$ cat src/rtl/edge_mon_pkg.sv
package edge_mon_pkg;

  localparam int WORD_W        = 32;
  localparam int CODES_PER_WORD = 16;
  localparam int ENAS_PER_WORD  = 32;

  typedef enum logic [1:0] {
    EDGE_RISE = 2'b00,
    EDGE_FALL = 2'b01,
    EDGE_ANY  = 2'b10,
    EDGE_OFF  = 2'b11
  } edge_code_e;

  function automatic logic edge_hit(input edge_code_e code, input logic prev, input logic cur);
    logic hit;
    case (code)
      EDGE_RISE: hit = ~prev & cur;
      EDGE_FALL: hit = prev & ~cur;
      EDGE_ANY:  hit = prev ^ cur;
      default:   hit = 1'b0;
    endcase
    return hit;
  endfunction

endpackage

$ cat src/rtl/edge_cfg_bank.sv
module edge_cfg_bank #(
  parameter int NBITS = 256,
  parameter int IDXW  = $clog2(NBITS) + 1
) (
  input  logic               clk,
  input  logic               rst_n,
  input  logic               idx_we,
  input  logic [IDXW-1:0]    idx,
  input  logic               val_we,
  input  logic               val_is_mask,
  input  logic [1:0]         val,
  output logic [2*NBITS-1:0] code_flat,
  output logic [NBITS-1:0]   ena_q,
  output logic               idx_ok
);

  localparam int SELW = $clog2(NBITS);

  logic [SELW-1:0]    sel_q, sel_n;
  logic               ok_q, ok_n;
  logic [2*NBITS-1:0] code_q, code_n;
  logic [NBITS-1:0]   ena_n;
  logic               idx_en, code_en, ena_en;

  // index register next state
  always_comb begin
    sel_n = sel_q;
    ok_n  = ok_q;
    if (idx_we) begin
      if (idx < IDXW'(NBITS)) begin
        ok_n  = 1'b1;
        sel_n = idx[SELW-1:0];
      end else begin
        ok_n  = 1'b0;
      end
    end
  end

  assign idx_en  = idx_we;
  assign code_en = val_we & ok_q & ~val_is_mask;
  assign ena_en  = val_we & ok_q & val_is_mask;

  // storage next state
  always_comb begin
    code_n = code_q;
    ena_n  = ena_q;
    if (code_en) code_n[{sel_q, 1'b0} +: 2] = val;
    if (ena_en)  ena_n[sel_q] = val[0];
  end

  always_ff @(posedge clk or negedge rst_n) begin
    if (!rst_n) begin
      sel_q <= '0;
      ok_q  <= 1'b0;
    end else if (idx_en) begin
      sel_q <= sel_n;
      ok_q  <= ok_n;
    end
  end

  always_ff @(posedge clk or negedge rst_n) begin
    if (!rst_n) begin
      code_q <= '0;
    end else if (code_en) begin
      code_q <= code_n;
    end
  end

  always_ff @(posedge clk or negedge rst_n) begin
    if (!rst_n) begin
      ena_q <= '0;
    end else if (ena_en) begin
      ena_q <= ena_n;
    end
  end

  assign code_flat = code_q;
  assign idx_ok    = ok_q;

endmodule

$ cat src/rtl/edge_readback.sv
module edge_readback
  import edge_mon_pkg::*;
#(
  parameter int NBITS = 256,
  parameter int RSW   = $clog2(NBITS / CODES_PER_WORD)
) (
  input  logic [2*NBITS-1:0] code_flat,
  input  logic [NBITS-1:0]   ena_q,
  input  logic [RSW-1:0]     rd_sel,
  input  logic               rd_is_mask,
  output logic [WORD_W-1:0]  rd_word
);

  localparam int NCW = NBITS / CODES_PER_WORD;
  localparam int NEW = NBITS / ENAS_PER_WORD;

  logic [WORD_W-1:0] code_word, ena_word;

  always_comb begin
    code_word = '0;
    for (int w = 0; w < NCW; w++) begin
      if (rd_sel == RSW'(w)) code_word = code_flat[w*WORD_W +: WORD_W];
    end
  end

  always_comb begin
    ena_word = '0;
    for (int w = 0; w < NEW; w++) begin
      if (rd_sel == RSW'(w)) ena_word = ena_q[w*WORD_W +: WORD_W];
    end
  end

  assign rd_word = rd_is_mask ? ena_word : code_word;

endmodule

$ cat src/rtl/edge_lane_array.sv
module edge_lane_array
  import edge_mon_pkg::*;
#(
  parameter int NBITS = 256
) (
  input  logic [2*NBITS-1:0] code_flat,
  input  logic [NBITS-1:0]   ena_q,
  input  logic [NBITS-1:0]   prev_q,
  input  logic [NBITS-1:0]   cur,
  output logic [NBITS-1:0]   hit
);

  for (genvar i = 0; i < NBITS; i++) begin : g_lane
    edge_code_e code_i;
    assign code_i = edge_code_e'(code_flat[2*i +: 2]);
    assign hit[i] = ena_q[i] & edge_hit(code_i, prev_q[i], cur[i]);
  end

endmodule

$ cat src/rtl/edge_sample_reg.sv
module edge_sample_reg #(
  parameter int NBITS = 256
) (
  input  logic             clk,
  input  logic             rst_n,
  input  logic             valid,
  input  logic [NBITS-1:0] data,
  input  logic [NBITS-1:0] hit,
  output logic [NBITS-1:0] prev_q,
  output logic [NBITS-1:0] evt_q
);

  logic             primed_q, primed_n;
  logic [NBITS-1:0] evt_n, prev_n;
  logic             prev_en, primed_en;

  always_comb begin
    evt_n     = (valid && primed_q) ? hit : '0;
    prev_n    = data;
    primed_n  = 1'b1;
    prev_en   = valid;
    primed_en = valid & ~primed_q;
  end

  always_ff @(posedge clk or negedge rst_n) begin
    if (!rst_n) evt_q <= '0;
    else        evt_q <= evt_n;
  end

  always_ff @(posedge clk or negedge rst_n) begin
    if (!rst_n)       prev_q <= '0;
    else if (prev_en) prev_q <= prev_n;
  end

  always_ff @(posedge clk or negedge rst_n) begin
    if (!rst_n)         primed_q <= 1'b0;
    else if (primed_en) primed_q <= primed_n;
  end

endmodule

$ cat src/rtl/bitwise_edge_monitor.sv
module bitwise_edge_monitor
  import edge_mon_pkg::*;
#(
  parameter int NBITS = 256,
  parameter int IDXW  = $clog2(NBITS) + 1,
  parameter int RSW   = $clog2(NBITS / CODES_PER_WORD)
) (
  input  logic              clk,
  input  logic              rst_n,
  input  logic [NBITS-1:0]  mon_data,
  input  logic              mon_valid,
  input  logic              cfg_idx_we,
  input  logic [IDXW-1:0]   cfg_idx,
  input  logic              cfg_val_we,
  input  logic              cfg_val_is_mask,
  input  logic [1:0]        cfg_val,
  input  logic [RSW-1:0]    rd_sel,
  input  logic              rd_is_mask,
  output logic [WORD_W-1:0] rd_word,
  output logic [NBITS-1:0]  evt_vec,
  output logic              evt_any
);

  logic [2*NBITS-1:0] code_flat;
  logic [NBITS-1:0]   ena_q;
  logic               idx_ok;
  logic [NBITS-1:0]   prev_q;
  logic [NBITS-1:0]   hit;

  edge_cfg_bank #(.NBITS(NBITS), .IDXW(IDXW)) u_cfg (
    .clk         (clk),
    .rst_n       (rst_n),
    .idx_we      (cfg_idx_we),
    .idx         (cfg_idx),
    .val_we      (cfg_val_we),
    .val_is_mask (cfg_val_is_mask),
    .val         (cfg_val),
    .code_flat   (code_flat),
    .ena_q       (ena_q),
    .idx_ok      (idx_ok)
  );

  edge_readback #(.NBITS(NBITS), .RSW(RSW)) u_rd (
    .code_flat  (code_flat),
    .ena_q      (ena_q),
    .rd_sel     (rd_sel),
    .rd_is_mask (rd_is_mask),
    .rd_word    (rd_word)
  );

  edge_lane_array #(.NBITS(NBITS)) u_lanes (
    .code_flat (code_flat),
    .ena_q     (ena_q),
    .prev_q    (prev_q),
    .cur       (mon_data),
    .hit       (hit)
  );

  edge_sample_reg #(.NBITS(NBITS)) u_smp (
    .clk    (clk),
    .rst_n  (rst_n),
    .valid  (mon_valid),
    .data   (mon_data),
    .hit    (hit),
    .prev_q (prev_q),
    .evt_q  (evt_vec)
  );

  assign evt_any = |evt_vec;

endmodule

$ cat config.mk
export PLATFORM = sky130hd
export DESIGN_NAME = bitwise_edge_monitor
export DESIGN_NICKNAME = d
export VERILOG_FILES = /design/src/rtl/edge_mon_pkg.sv /design/src/rtl/edge_cfg_bank.sv /design/src/rtl/edge_readback.sv /design/src/rtl/edge_lane_array.sv /design/src/rtl/edge_sample_reg.sv /design/src/rtl/bitwise_edge_monitor.sv
export SDC_FILE = /design/constraint.sdc
export NUM_CORES = 2
export LEC_CHECK = 0
export BUFFER_PORTS_ARGS = -buffer_cell sky130_fd_sc_hd__buf_2
export CAP_MARGIN = 20
export CORE_AREA = 2 2 366 368
export DETAILED_ROUTE_END_ITERATION = 10
export DIE_AREA = 0 0 368 370
export PLACE_DENSITY = 0.77
export SYNTH_ARGS = -nofsm -noshare
export SYNTH_HDL_FRONTEND = slang
export SYNTH_SLANG_ARGS = --single-unit
export TNS_END_PERCENT = 1
$ cat constraint.sdc
create_clock -name clk -period 2.9 [get_ports clk]
set_input_delay 0.145 -clock clk [delete_from_list [all_inputs] [get_ports clk]]
set_output_delay 0.145 -clock clk [all_outputs]
set_load 0.01 [all_outputs]
==> flow_metrics.tcl <==
set metrics [dict create \
    ant_nets 0 \
    pwr-share-seq 0.408 \
    finalHoldViolCount 0 \
    postLayoutSetupSlackWorst_ns -0.353 \
    synth_edf_count 0 \
    grt_max_degree 197 \
    r2r_start "u_cfg.sel_q[0]$_DFFE_PN0P_" \
    clockBufferDepth 3 \
    ys_top_cells_by_count "dfrtp_1 (1,290), mux2_2 (793), nand2_1 (654)" \
    outcome "finished, violations left" \
    yosysTopAreaCell "dfrtp_1" \
    drtIter0Drc 10600 \
    rsz0062_at_grt "true" \
    routabilityCongestion 1.15 \
    period_needed_ns 3.25 \
    route.detailed.drc 0 \
    whs_endpoint "u_cfg.ena_q[0]$_DFFE_PN0P_" \
    relSlewSlack 0.158 \
    cts_tree "yes" \
    ys_seq_elements 1290 \
    root_buffer "clkbuf_16" \
    syn2layout_area_growth_pct 27.4 \
    syn_inst 7105 \
    p_clk_frac 0.401 \
    crit_path_max_fanout 3 \
    timing.hold.ws_ns 0.0506 \
    power.density_mw_per_mm2 520 \
    maxCapViolCount 0 \
    synth_ff_type "dfrtp_1" \
    yosysMostFrequentCell "dfrtp_1" \
    core_area_sq_mm 0.132 \
    clkTransAtPathRegs_ns 0.07 \
    cts_buffers 145 \
    routed_wl_mm 389 \
    clock_latency_ns 0.84 \
    start_util 0.546 \
    r2r_slack_ns -0.22 \
    cts.htree.levels 4 \
    overflow 0 \
    routed-via-count 70700 \
    pin_count 567 \
    fin_skew_ns 0.0426 \
    synth.avg_cell_area_sq_um 10.2 \
    crit_path_end_kind "primary output" \
    async_reset_ff_frac 1.00 \
    grt_pass1_vias 68700 \
    yosysWarnings 0 \
    finalNetCount 9230 \
    worstPathArrival_ns 3.11 \
    antenna_found_initial 54 \
    die_area_sq_mm 0.136 \
    portBuffers 566 \
    wl_per_cell_um 37.7 \
    firstDrtPassIters 7 \
    p_leak_uw 0.0435 \
    synth_nets 7899 \
    p_sw_uw 15100 \
    crit_required_ns 2.76 \
    synth_top_area_share 0.447 \
    dpl.hpwl_mm 297 \
    r2r-end "u_cfg.code_flat[467]$_DFFE_PN0P_" \
    ys_types 94 \
    tightest_slew_ns 1.26 \
    cts_sinks 1290 \
    grt_use_total 0.564 \
    crit_path_start "u_cfg.ena_q[82]$_DFFE_PN0P_" \
    power_frac_comb 0.191 \
    violations "setup timing" \
    swShare 0.316 \
    min_from "cfg_val_is_mask" \
    final_max_slew_viol_count 0 \
    setup_viol 216 \
    fin_crit_sh 1.12 \
    worstRegToRegCells 8 \
    setup.worst_path.class "reg2out" \
    max_freq_ghz 0.307 \
    critPathLaunchType "register" \
    synthTopCellsByArea "dfrtp_1 (45%), mux2_2 (12%), ha_1 (8.9%)" \
    nFillCells 9496 \
    grt_pass1_wl_mm 531 \
    row_count 134 \
    die_w_um 368 \
    viasPerCell 6.84 \
    fp.dieH_um 370 \
    final_layout_size_suffix_gt1_frac 0.317 \
    finalCoreUtilization 0.695 \
    ir_drop_uv 507 \
    yosysSeqAreaShare 0.447 \
    p_int_uw 32800 \
    syn-cell-area_sq_mm 0.0723 \
    whs_path_depth 4 \
    holdCritPathClass "in2reg" \
    setup-tns-final_ns -20.64 \
]
==> final cells by class <==
type                            instances  area [sq um]  share of cell area
Sequential cell                      1290         32400               0.352
Tap cell                             1768          2210              0.0240
Inverter                              534          2000              0.0218
Multi-Input combinational cell       4859         37700               0.410
Clock inverter                         44           629             0.00684
Clock buffer                          212          4250              0.0462
Antenna cell                           20          50.0            0.000544
Timing Repair Buffer                 1606         12800               0.139
==> cell families (layout without fill, tap and decap cells) <==
| family | after synthesis | in the layout | synth area share |
|---|---|---|---|
| and+or+nand+nor | 2444 | 2444 | 0.166 |
| xor gates and xnor gates | 7 | 7 | 0.000848 |
| adders and majority gates | 516 | 516 | 0.0893 |
| DFF | 1290 | 1290 | 0.447 |
| other | 0 | 20 | 0 |
| buffers and inverters | 956 | 2396 | 0.0510 |
| muxes | 932 | 932 | 0.157 |
| AOI/OAI and AO/OA | 960 | 960 | 0.0887 |
==> critical path, cell delays in order (launching register included) <==
cell      delay, ns
dfrtp_1        0.61
mux2_2         0.24
a32oi_1        0.14
a31oi_1        0.46
o221ai_1       0.21
a31oi_1        0.27
buf_4          0.20
buf_2          0.13
==> layout by cell type (no fill, tap or decap), drive strengths merged, types with 12 or more instances in the layout <==
master	Yosys	final
o2111ai	12	12
inv	532	538
clkbuf	329	213
o21ai	343	343
dlygate4sd3	0	379
o41ai	20	20
o221ai	25	25
and2	14	14
a22oi	17	17
a21oi	65	65
o22ai	36	36
clkinv	2	29
buf	93	1226
mux2	799	799
nand2b	268	268
o211ai	12	12
or3	15	15
diode	0	20
nor4	136	136
a221oi	22	22
mux4	79	79
a32oi	13	13
ha	516	516
nand2	654	654
nor2b	27	27
mux2i	54	54
or4	15	15
nor3	459	459
nand4	67	67
o31ai	33	33
dfrtp	1290	1290
nand3	312	312
nor2	435	435
a211oi	269	269
==> power groups by stage <==
stage	clock (uW)	sequential, uW	combinational, uW
4_1_cts	19100	19400	8450
2_1_floorplan	0	19300	3610
5_1_grt	19800	19500	9400
6_report	19200	19500	9160
3_3_place_gp	0	19700	7620
3_5_place_dp	0	19700	7830
==> how the worst max path moves through the flow <==
| stage | end | slack (ns) | cells past startpoint |
|---|---|---|---|
| floorplan | u_cfg.code_flat[488]$_DFFE_PN0P_ | 0.02 | 10 |
| global placement | u_cfg.code_flat[336]$_DFFE_PN0P_ | -0.43 | 8 |
| detailed placement | u_cfg.code_flat[384]$_DFFE_PN0P_ | -0.26 | 10 |
| CTS | rd_word[8] | -0.33 | 7 |
| global route | rd_word[8] | -0.29 | 7 |
| finish | rd_word[18] | -0.35 | 7 |
==> layer usage <==
| layer | global-route usage | routed length, um | vias to the layer above | part of all wire |
|---|---|---|---|---|
| li1 | - | - | 27800 | - |
| met1 | 0.695 | 136000 | 35200 | 0.35 |
| met2 | 0.780 | 155000 | 5979 | 0.40 |
| met3 | 0.220 | 56500 | 1738 | 0.15 |
| met4 | 0.461 | 40800 | 38 | 0.10 |
| met5 | 0.0140 | 460 | - | 0.0012 |
==> registers in the layout (all words and copies together), names as in the netlist <==
register and cells:
u_cfg.code_flat 512, u_cfg.ena_q 256, u_smp.evt_q 256, u_smp.prev_q 256, u_cfg.sel_q 8, u_cfg.idx_ok 1, u_smp.primed_q 1
==> per-stage QoR <==
step	area (sq um)	worst slack (ns)	instances	power (uW)
floorplan	72300	0.0202	7105	22900
global placement	81700	-0.433	9663	27300
detailed placement	81700	-0.257	9664	27600
CTS	90900	-0.333	10300	46900
global route	92000	-0.294	10300	48800
finish	92000	-0.353	10300	47900
==> timing repair <==
item / CTS / global route
hold buffers: 380 / 0
buffers inserted: 6 / 8
pin swaps: 21 / 20
endpoints found under the hold margin: 1484 / 0
endpoints found under the setup margin: 207 / 482
resized for setup: 124 / 225
Power figures use the tool's default switching activity.
